==> src/rtl/pwrCtlPkg.sv <==
package pwrCtlPkg;

  typedef enum logic [2:0] {
    PS_ACTIVE = 3'd0,
    PS_IDLE   = 3'd1,
    PS_SAVE   = 3'd2,
    PS_OFF    = 3'd3,
    PS_STAB   = 3'd4,
    PS_RST    = 3'd5
  } pwrState_e;

  localparam logic [2:0] MODE_IDLE = 3'b000;
  localparam logic [2:0] MODE_SAVE = 3'b011;
  localparam logic [2:0] MODE_OFF  = 3'b100;

  localparam logic [1:0] ADDR_CTL  = 2'd0;
  localparam logic [1:0] ADDR_MASK = 2'd1;
  localparam logic [1:0] ADDR_DLY  = 2'd2;

  // strobes from control to datapath
  typedef struct packed {
    logic loadStab;
    logic decStab;
    logic clrRegs;
    logic countHold;
  } ctlStrobes_t;

  // status from datapath to control
  typedef struct packed {
    logic       sleepEn;
    logic [2:0] mode;
    logic       winOpen;
    logic       wakeOk;
    logic       stabLast;
    logic       stabCfgZero;
  } dpStatus_t;

endpackage

==> src/rtl/pwrCtlFsm.sv <==
module pwrCtlFsm
  import pwrCtlPkg::*;
(
  input  logic        clk,
  input  logic        rstN,
  input  logic        sleepReq,
  input  logic        chargerDet,
  input  dpStatus_t   status,
  output pwrState_e   state,
  output ctlStrobes_t strobes
);

  pwrState_e nextState;

  always_comb begin
    nextState = state;
    unique case (state)
      PS_ACTIVE: begin
        if (sleepReq && status.sleepEn) begin
          if (status.mode == MODE_IDLE)                        nextState = PS_IDLE;
          else if (status.mode == MODE_SAVE)                   nextState = PS_SAVE;
          else if (status.mode == MODE_OFF && status.winOpen)  nextState = PS_OFF;
        end
      end
      PS_IDLE: if (status.wakeOk) nextState = PS_ACTIVE;
      PS_SAVE: begin
        if (status.wakeOk) nextState = status.stabCfgZero ? PS_ACTIVE : PS_STAB;
      end
      PS_STAB: if (status.stabLast) nextState = PS_ACTIVE;
      PS_OFF:  if (chargerDet) nextState = PS_RST;
      PS_RST:  nextState = PS_ACTIVE;
      default: nextState = PS_ACTIVE;
    endcase
  end

  always_comb begin
    strobes.loadStab  = (state == PS_SAVE) && status.wakeOk && !status.stabCfgZero;
    strobes.decStab   = (state == PS_STAB);
    strobes.clrRegs   = (state == PS_RST);
    strobes.countHold = (state == PS_IDLE) || (state == PS_SAVE);
  end

  always_ff @(posedge clk or negedge rstN) begin
    if (!rstN) state <= PS_ACTIVE;
    else       state <= nextState;
  end

endmodule

==> src/rtl/pwrCtlData.sv <==
module pwrCtlData
  import pwrCtlPkg::*;
#(
  parameter int NUM_PERIPH = 4,
  parameter int DLY_W      = 16,
  parameter int HOLD_CYC   = 4,
  parameter int WIN_CYC    = 4
) (
  input  logic                  clk,
  input  logic                  rstN,
  input  logic                  cfgWe,
  input  logic [1:0]            cfgAddr,
  input  logic [DLY_W-1:0]      cfgWdata,
  input  logic                  wakeLvl,
  input  ctlStrobes_t           strobes,
  output dpStatus_t             status,
  output logic                  wdOn,
  output logic [NUM_PERIPH-1:0] mask
);

  localparam int HW = $clog2(HOLD_CYC + 1);
  localparam int WW = $clog2(WIN_CYC + 1) + 1;
  localparam logic [HW-1:0] HOLD_LAST = HW'(HOLD_CYC - 1);
  localparam logic [HW-1:0] HOLD_MAX  = HW'(HOLD_CYC);
  localparam logic [WW-1:0] WIN_MAX   = WW'(WIN_CYC);

  logic [4:0]       ctlReg;
  logic [DLY_W-1:0] dlyReg;
  logic [DLY_W-1:0] stabCnt;
  logic [HW-1:0]    holdCnt;
  logic [WW-1:0]    sinceWr;
  logic             ctlWrite;

  assign ctlWrite = cfgWe && (cfgAddr == ADDR_CTL);

  // configuration registers and power-off arming window
  always_ff @(posedge clk or negedge rstN) begin
    if (!rstN) begin
      ctlReg  <= '0;
      mask    <= '0;
      dlyReg  <= '0;
      sinceWr <= WIN_MAX;
    end else if (strobes.clrRegs) begin
      ctlReg  <= '0;
      mask    <= '0;
      sinceWr <= WIN_MAX;
    end else begin
      if (cfgWe) begin
        case (cfgAddr)
          ADDR_CTL:  ctlReg <= cfgWdata[4:0];
          ADDR_MASK: mask   <= cfgWdata[NUM_PERIPH-1:0];
          ADDR_DLY:  dlyReg <= cfgWdata;
          default:   ;
        endcase
      end
      if (ctlWrite)                sinceWr <= '0;
      else if (sinceWr < WIN_MAX)  sinceWr <= sinceWr + 1'b1;
    end
  end

  // stabilisation counter
  always_ff @(posedge clk or negedge rstN) begin
    if (!rstN)                 stabCnt <= '0;
    else if (strobes.loadStab) stabCnt <= dlyReg;
    else if (strobes.decStab)  stabCnt <= stabCnt - 1'b1;
  end

  // wake-level hold qualification
  always_ff @(posedge clk or negedge rstN) begin
    if (!rstN) holdCnt <= '0;
    else if (strobes.countHold && wakeLvl) begin
      if (holdCnt < HOLD_MAX) holdCnt <= holdCnt + 1'b1;
    end else holdCnt <= '0;
  end

  always_comb begin
    status.sleepEn     = ctlReg[0];
    status.mode        = ctlReg[3:1];
    status.winOpen     = sinceWr < WIN_MAX;
    status.wakeOk      = strobes.countHold && wakeLvl && (holdCnt >= HOLD_LAST);
    status.stabLast    = stabCnt <= DLY_W'(1);
    status.stabCfgZero = (dlyReg == '0);
  end

  assign wdOn = ctlReg[4];

endmodule

==> src/rtl/pwrPeriphGate.sv <==
module pwrPeriphGate
  import pwrCtlPkg::*;
#(
  parameter int NUM_PERIPH = 4,
  parameter int PER_DW     = 8,
  localparam int SEL_W     = (NUM_PERIPH > 1) ? $clog2(NUM_PERIPH) : 1
) (
  input  pwrState_e                    state,
  input  logic [NUM_PERIPH-1:0]        mask,
  input  logic [SEL_W-1:0]             perSel,
  input  logic                         perWr,
  input  logic [NUM_PERIPH*PER_DW-1:0] perRdIn,
  output logic [PER_DW-1:0]            perRdOut,
  output logic [NUM_PERIPH-1:0]        perWrEn,
  output logic [NUM_PERIPH-1:0]        periphClkEn
);

  logic clkAllowed;
  logic [PER_DW-1:0] rdArr [NUM_PERIPH];

  assign clkAllowed = (state == PS_ACTIVE) || (state == PS_IDLE);

  for (genvar i = 0; i < NUM_PERIPH; i++) begin : gPer
    assign periphClkEn[i] = clkAllowed && !mask[i];
    assign perWrEn[i]     = perWr && (perSel == SEL_W'(i)) && !mask[i];
    assign rdArr[i]       = mask[i] ? '0 : perRdIn[i*PER_DW +: PER_DW];
  end

  assign perRdOut = rdArr[perSel];

endmodule

==> src/rtl/pwrSleepCtl.sv <==
module pwrSleepCtl
  import pwrCtlPkg::*;
#(
  parameter int NUM_PERIPH = 4,
  parameter int PER_DW     = 8,
  parameter int DLY_W      = 16,
  parameter int HOLD_CYC   = 4,
  parameter int WIN_CYC    = 4,
  localparam int SEL_W     = (NUM_PERIPH > 1) ? $clog2(NUM_PERIPH) : 1
) (
  input  logic                         clk,
  input  logic                         rstN,
  input  logic                         cfgWe,
  input  logic [1:0]                   cfgAddr,
  input  logic [DLY_W-1:0]             cfgWdata,
  input  logic                         sleepReq,
  input  logic                         wakeLvl,
  input  logic                         chargerDet,
  input  logic [SEL_W-1:0]             perSel,
  input  logic                         perWr,
  input  logic [NUM_PERIPH*PER_DW-1:0] perRdIn,
  output logic [PER_DW-1:0]            perRdOut,
  output logic [NUM_PERIPH-1:0]        perWrEn,
  output logic [NUM_PERIPH-1:0]        periphClkEn,
  output logic                         cpuClkEn,
  output logic                         regOff,
  output logic                         sysRstReq,
  output logic                         wdRunEn,
  output logic [2:0]                   pwrState
);

  pwrState_e             state;
  ctlStrobes_t           strobes;
  dpStatus_t             status;
  logic                  wdOn;
  logic [NUM_PERIPH-1:0] mask;

  pwrCtlFsm uFsm (
    .clk(clk), .rstN(rstN), .sleepReq(sleepReq), .chargerDet(chargerDet),
    .status(status), .state(state), .strobes(strobes)
  );

  pwrCtlData #(
    .NUM_PERIPH(NUM_PERIPH), .DLY_W(DLY_W), .HOLD_CYC(HOLD_CYC), .WIN_CYC(WIN_CYC)
  ) uData (
    .clk(clk), .rstN(rstN), .cfgWe(cfgWe), .cfgAddr(cfgAddr), .cfgWdata(cfgWdata),
    .wakeLvl(wakeLvl), .strobes(strobes), .status(status), .wdOn(wdOn), .mask(mask)
  );

  pwrPeriphGate #(.NUM_PERIPH(NUM_PERIPH), .PER_DW(PER_DW)) uGate (
    .state(state), .mask(mask), .perSel(perSel), .perWr(perWr), .perRdIn(perRdIn),
    .perRdOut(perRdOut), .perWrEn(perWrEn), .periphClkEn(periphClkEn)
  );

  assign cpuClkEn  = (state == PS_ACTIVE);
  assign regOff    = (state == PS_OFF);
  assign sysRstReq = (state == PS_RST);
  assign wdRunEn   = wdOn && (state != PS_OFF);
  assign pwrState  = state;

endmodule

==> config.mk <==
export PLATFORM = sky130hd
export DESIGN_NAME = pwrSleepCtl
export DESIGN_NICKNAME = d
export VERILOG_FILES = /design/src/rtl/pwrCtlPkg.sv /design/src/rtl/pwrCtlFsm.sv /design/src/rtl/pwrCtlData.sv /design/src/rtl/pwrPeriphGate.sv /design/src/rtl/pwrSleepCtl.sv
export SDC_FILE = /design/constraint.sdc
export NUM_CORES = 1
export LEC_CHECK = 0
export ABC_CLOCK_PERIOD_IN_PS = 2190
export BUFFER_PORTS_ARGS = -buffer_cell sky130_fd_sc_hd__buf_2
export CORE_MARGIN = 1.5
export CORE_UTILIZATION = 45
export CTS_BUF_LIST = sky130_fd_sc_hd__clkbuf_8
export DETAILED_ROUTE_END_ITERATION = 10
export MAX_ROUTING_LAYER = met4
export PLACE_DENSITY = 0.69
export SKIP_LAST_GASP = 1
export SLEW_MARGIN = 20
export SYNTH_ARGS = -nofsm -noshare
export SYNTH_HDL_FRONTEND = slang
export SYNTH_SLANG_ARGS = --single-unit
==> constraint.sdc <==
create_clock -name clk -period 2.19 [get_ports clk]
set_clock_uncertainty 0.2 [all_clocks]
set_input_delay 0 -clock clk [delete_from_list [all_inputs] [get_ports clk]]
set_output_delay 0 -clock clk [all_outputs]
set_load 0.03 [all_outputs]
==> results.toml <==
[timing]
post-route-min-period_ns = 2.11
slew_violations = 0
slew_headroom_pct = 62.0
setup_ws_ns = 0.0838
finalSetupViolCount = 0
tightest_slew_ns = 0.570
rsz0062_at_grt = "yes"
fin_crit_sh_pct = 96.2
setup_tns_ns = 0
hold_viol_final = 0
max_freq_mhz = 475
whs_ns = 0.00411

[critical_path]
crit_slowest_cell = "a31oi_2"
r2r_cells = 7
worstSetupStartpoint = "uData.holdCnt[0]"
cp_cell_sequence = "ha_1 -> ha_1 -> a211oi_2 -> nor2b_1 -> a31oi_2 -> o21ai_0 -> nand3_1"
path_common_cell = "ha_1"
crit_path_end_kind = "flop"
critPathLaunchType = "flop"
crit_fanout = 9
required_ns = 2.23
critical_path_class = "flop to flop"
max_stage_delay_ns = 0.46
rr_startpoint = "uData.holdCnt[0]"
crit_arrival_ns = 2.14
rrSetupSlack_ns = 0.08
r2r_end = "uData.stabCnt[3]"

[pwr]
max-vdd-ir-drop_mv = 0.430
p_per_area_nw_per_um2 = 617
total_leakage_power_nw = 1.72
totalPowerFinal_mw = 2.33

[clock_network]
cts_setup_buffers = 0
tritoncts = "done"
clk_pin_slew_ns = 0.10
root_buffer = "clkbuf_8"
cts_buffers = 5
clock-sinks = 51
htreeDepth = 2
clockBufferDepth = 2
insertion_delay_ns = 0.30

[hold_path]
hold_start = "sleepReq"
min_path_type = "primary input to flop"
min_path_cells = 5
hold_path_end = "uFsm.state[0]"

[global_route]
grt_max_degree = 26
grt_usage_pct = 25.6
grt_pass1_vias = 2661
antenna_found_initial = 0
grt_remaining_overflow = 0
grt_pass1_wl_mm = 12.7

[floorplan]
row_count = 28
fp.dieArea_um2 = 6720
die_w_um = 82.0
initial_core_util_pct = 47.1
die_y_um = 82.0
ios = 82
core_um2 = 5960

[yosys]
yosys_warnings = 0
syn_avg_cell_area_um2 = 9.99
synthFlopType = "dfrtp_1"
synth_area_um2 = 2810
synthDistinctLibCells = 52
ys_seq_area_share_pct = 45.5
synth_nets = 345
async_flop_share_pct = 100
synth_cells = 281
synth_edf_count = 0
synth-seq-cells = 51

[route]
drt_iter0_markers = 228
antenna_left = 0
vias = 2678
wl_per_cell_um = 16.4
drtPass1Iterations = 4
via_per_inst = 5.61
drt_wl_total_mm = 7.82
post-route-drc-count = 0

[flow_run]
drv_cap = 0

[placement]
numPortBuffers = 81
dp_hpwl_mm = 5.65
place.gp.congestion = 0.838
place_ws_ns = 0.0540

[final_layout]
area_delta_synth_final_pct = 34.7
insertedDiodeCount = 0
final_cell_mix = "buf_2 (81), dfrtp_1 (50), nand2_1 (29)"
final_util_pct = 63.5
nets = 465
drive_above_1_share_pct = 35.8
final_common_cell = "buf_2"

[run_status]
status = "completed"
==> through the flow <==
stage,instances,cell area (µm²)
finish,477,3780
global route,477,3780
CTS,477,3770
detailed placement,449,3450
global placement,449,3450
floorplan,281,2810
==> area by class of cell <==
cell class,count,area (µm²)
repair buffers,125,798
clock inverters,2,38.8
well taps,75,93.8
flip-flops and latches,51,1280
clock buffers,6,82.6
fillers,541,2170
multi-input cells,213,1470
inverters,5,18.8
==> layer usage <==
metal,GRT usage (%),part of all wire [%],vias to the layer above
li1,-,-,1288
met1,32.4,42,1299
met2,43.0,52,76
met3,3.44,4.9,15
met4,7.63,1.8,0
met5,-,0,-
==> timing repair <==
item	4_1_cts	5_1_grt
gates resized for setup	0	4
endpoints found under the setup margin	0	14
hold buffers	20	0
endpoints found under the hold margin	80	0
==> synthesized netlist by cell type, types with 2 or more instances <==
cell type	number	area, µm²
a221o_1	2	20.0
nand2_1	29	109
nand3b_1	3	22.5
nor4_1	7	43.8
a21oi_1	12	60.1
nor2b_1	4	25.0
o22ai_1	4	25.0
a22oi_1	18	135
nor2_1	20	75.1
o21ai_0	12	60.1
o311ai_0	3	26.3
inv_1	5	18.8
and2_1	5	31.3
clkbuf_1	4	15.0
xnor2_1	3	26.3
mux2i_1	11	110
or4_1	2	15.0
nor3b_1	5	37.5
xor2_1	3	26.3
nor4_2	3	37.5
ha_1	5	62.6
nor3_1	16	80.1
o21ai_1	2	10.0
nand3_1	6	30.0
mux2_2	17	191
buf_4	3	22.5
dfrtp_1	50	1250
buf_2	3	15.0
==> how the worst max path moves through the flow <==
stage	end	slack, ns	depth (start not counted)
detailed placement	uData.stabCnt[12]	0.05	7
global placement	uData.stabCnt[12]	0.11	7
global route	uData.stabCnt[6]	-0.01	4
CTS	uData.stabCnt[12]	0.01	7
floorplan	uFsm.state[0]	0.03	5
finish	uData.stabCnt[3]	0.08	7
==> power by group <==
part / switching [mW] / internal (mW) / leakage, nW / total (mW)
registers: 0.109 / 1.06 / 0.595 / 1.17
clock network: 0.322 / 0.376 / 0.0618 / 0.699
logic: 0.232 / 0.230 / 1.06 / 0.462
total: 0.663 / 1.67 / 1.72 / 2.33
==> cell families after synthesis <==
logic type / synth area share [%]
xor+xnor: 1.87
fa+ha+maj: 2.23
compound gates: 15.0
simple gates: 21.6
flops: 45.5
mux: 10.7
buf+inv: 3.08
==> critical path, delay by kind of cell (launching register included) <==
| kind | cells | cell delay (ns) |
|---|---|---|
| flops | 1 | 0.39 |
| fa+ha+maj | 2 | 0.39 |
| simple gates | 2 | 0.23 |
| compound gates | 3 | 0.84 |
==> state kept, by name (all words and copies together), names as in the netlist <==
register	flops
uData.mask	4
uFsm.state	3
uData.stabCnt	16
uData.sinceWr	4
uData.holdCnt	3
uData.ctlReg	5
uData.dlyReg	16
Note: power is estimated with default switching activity, not from simulation.
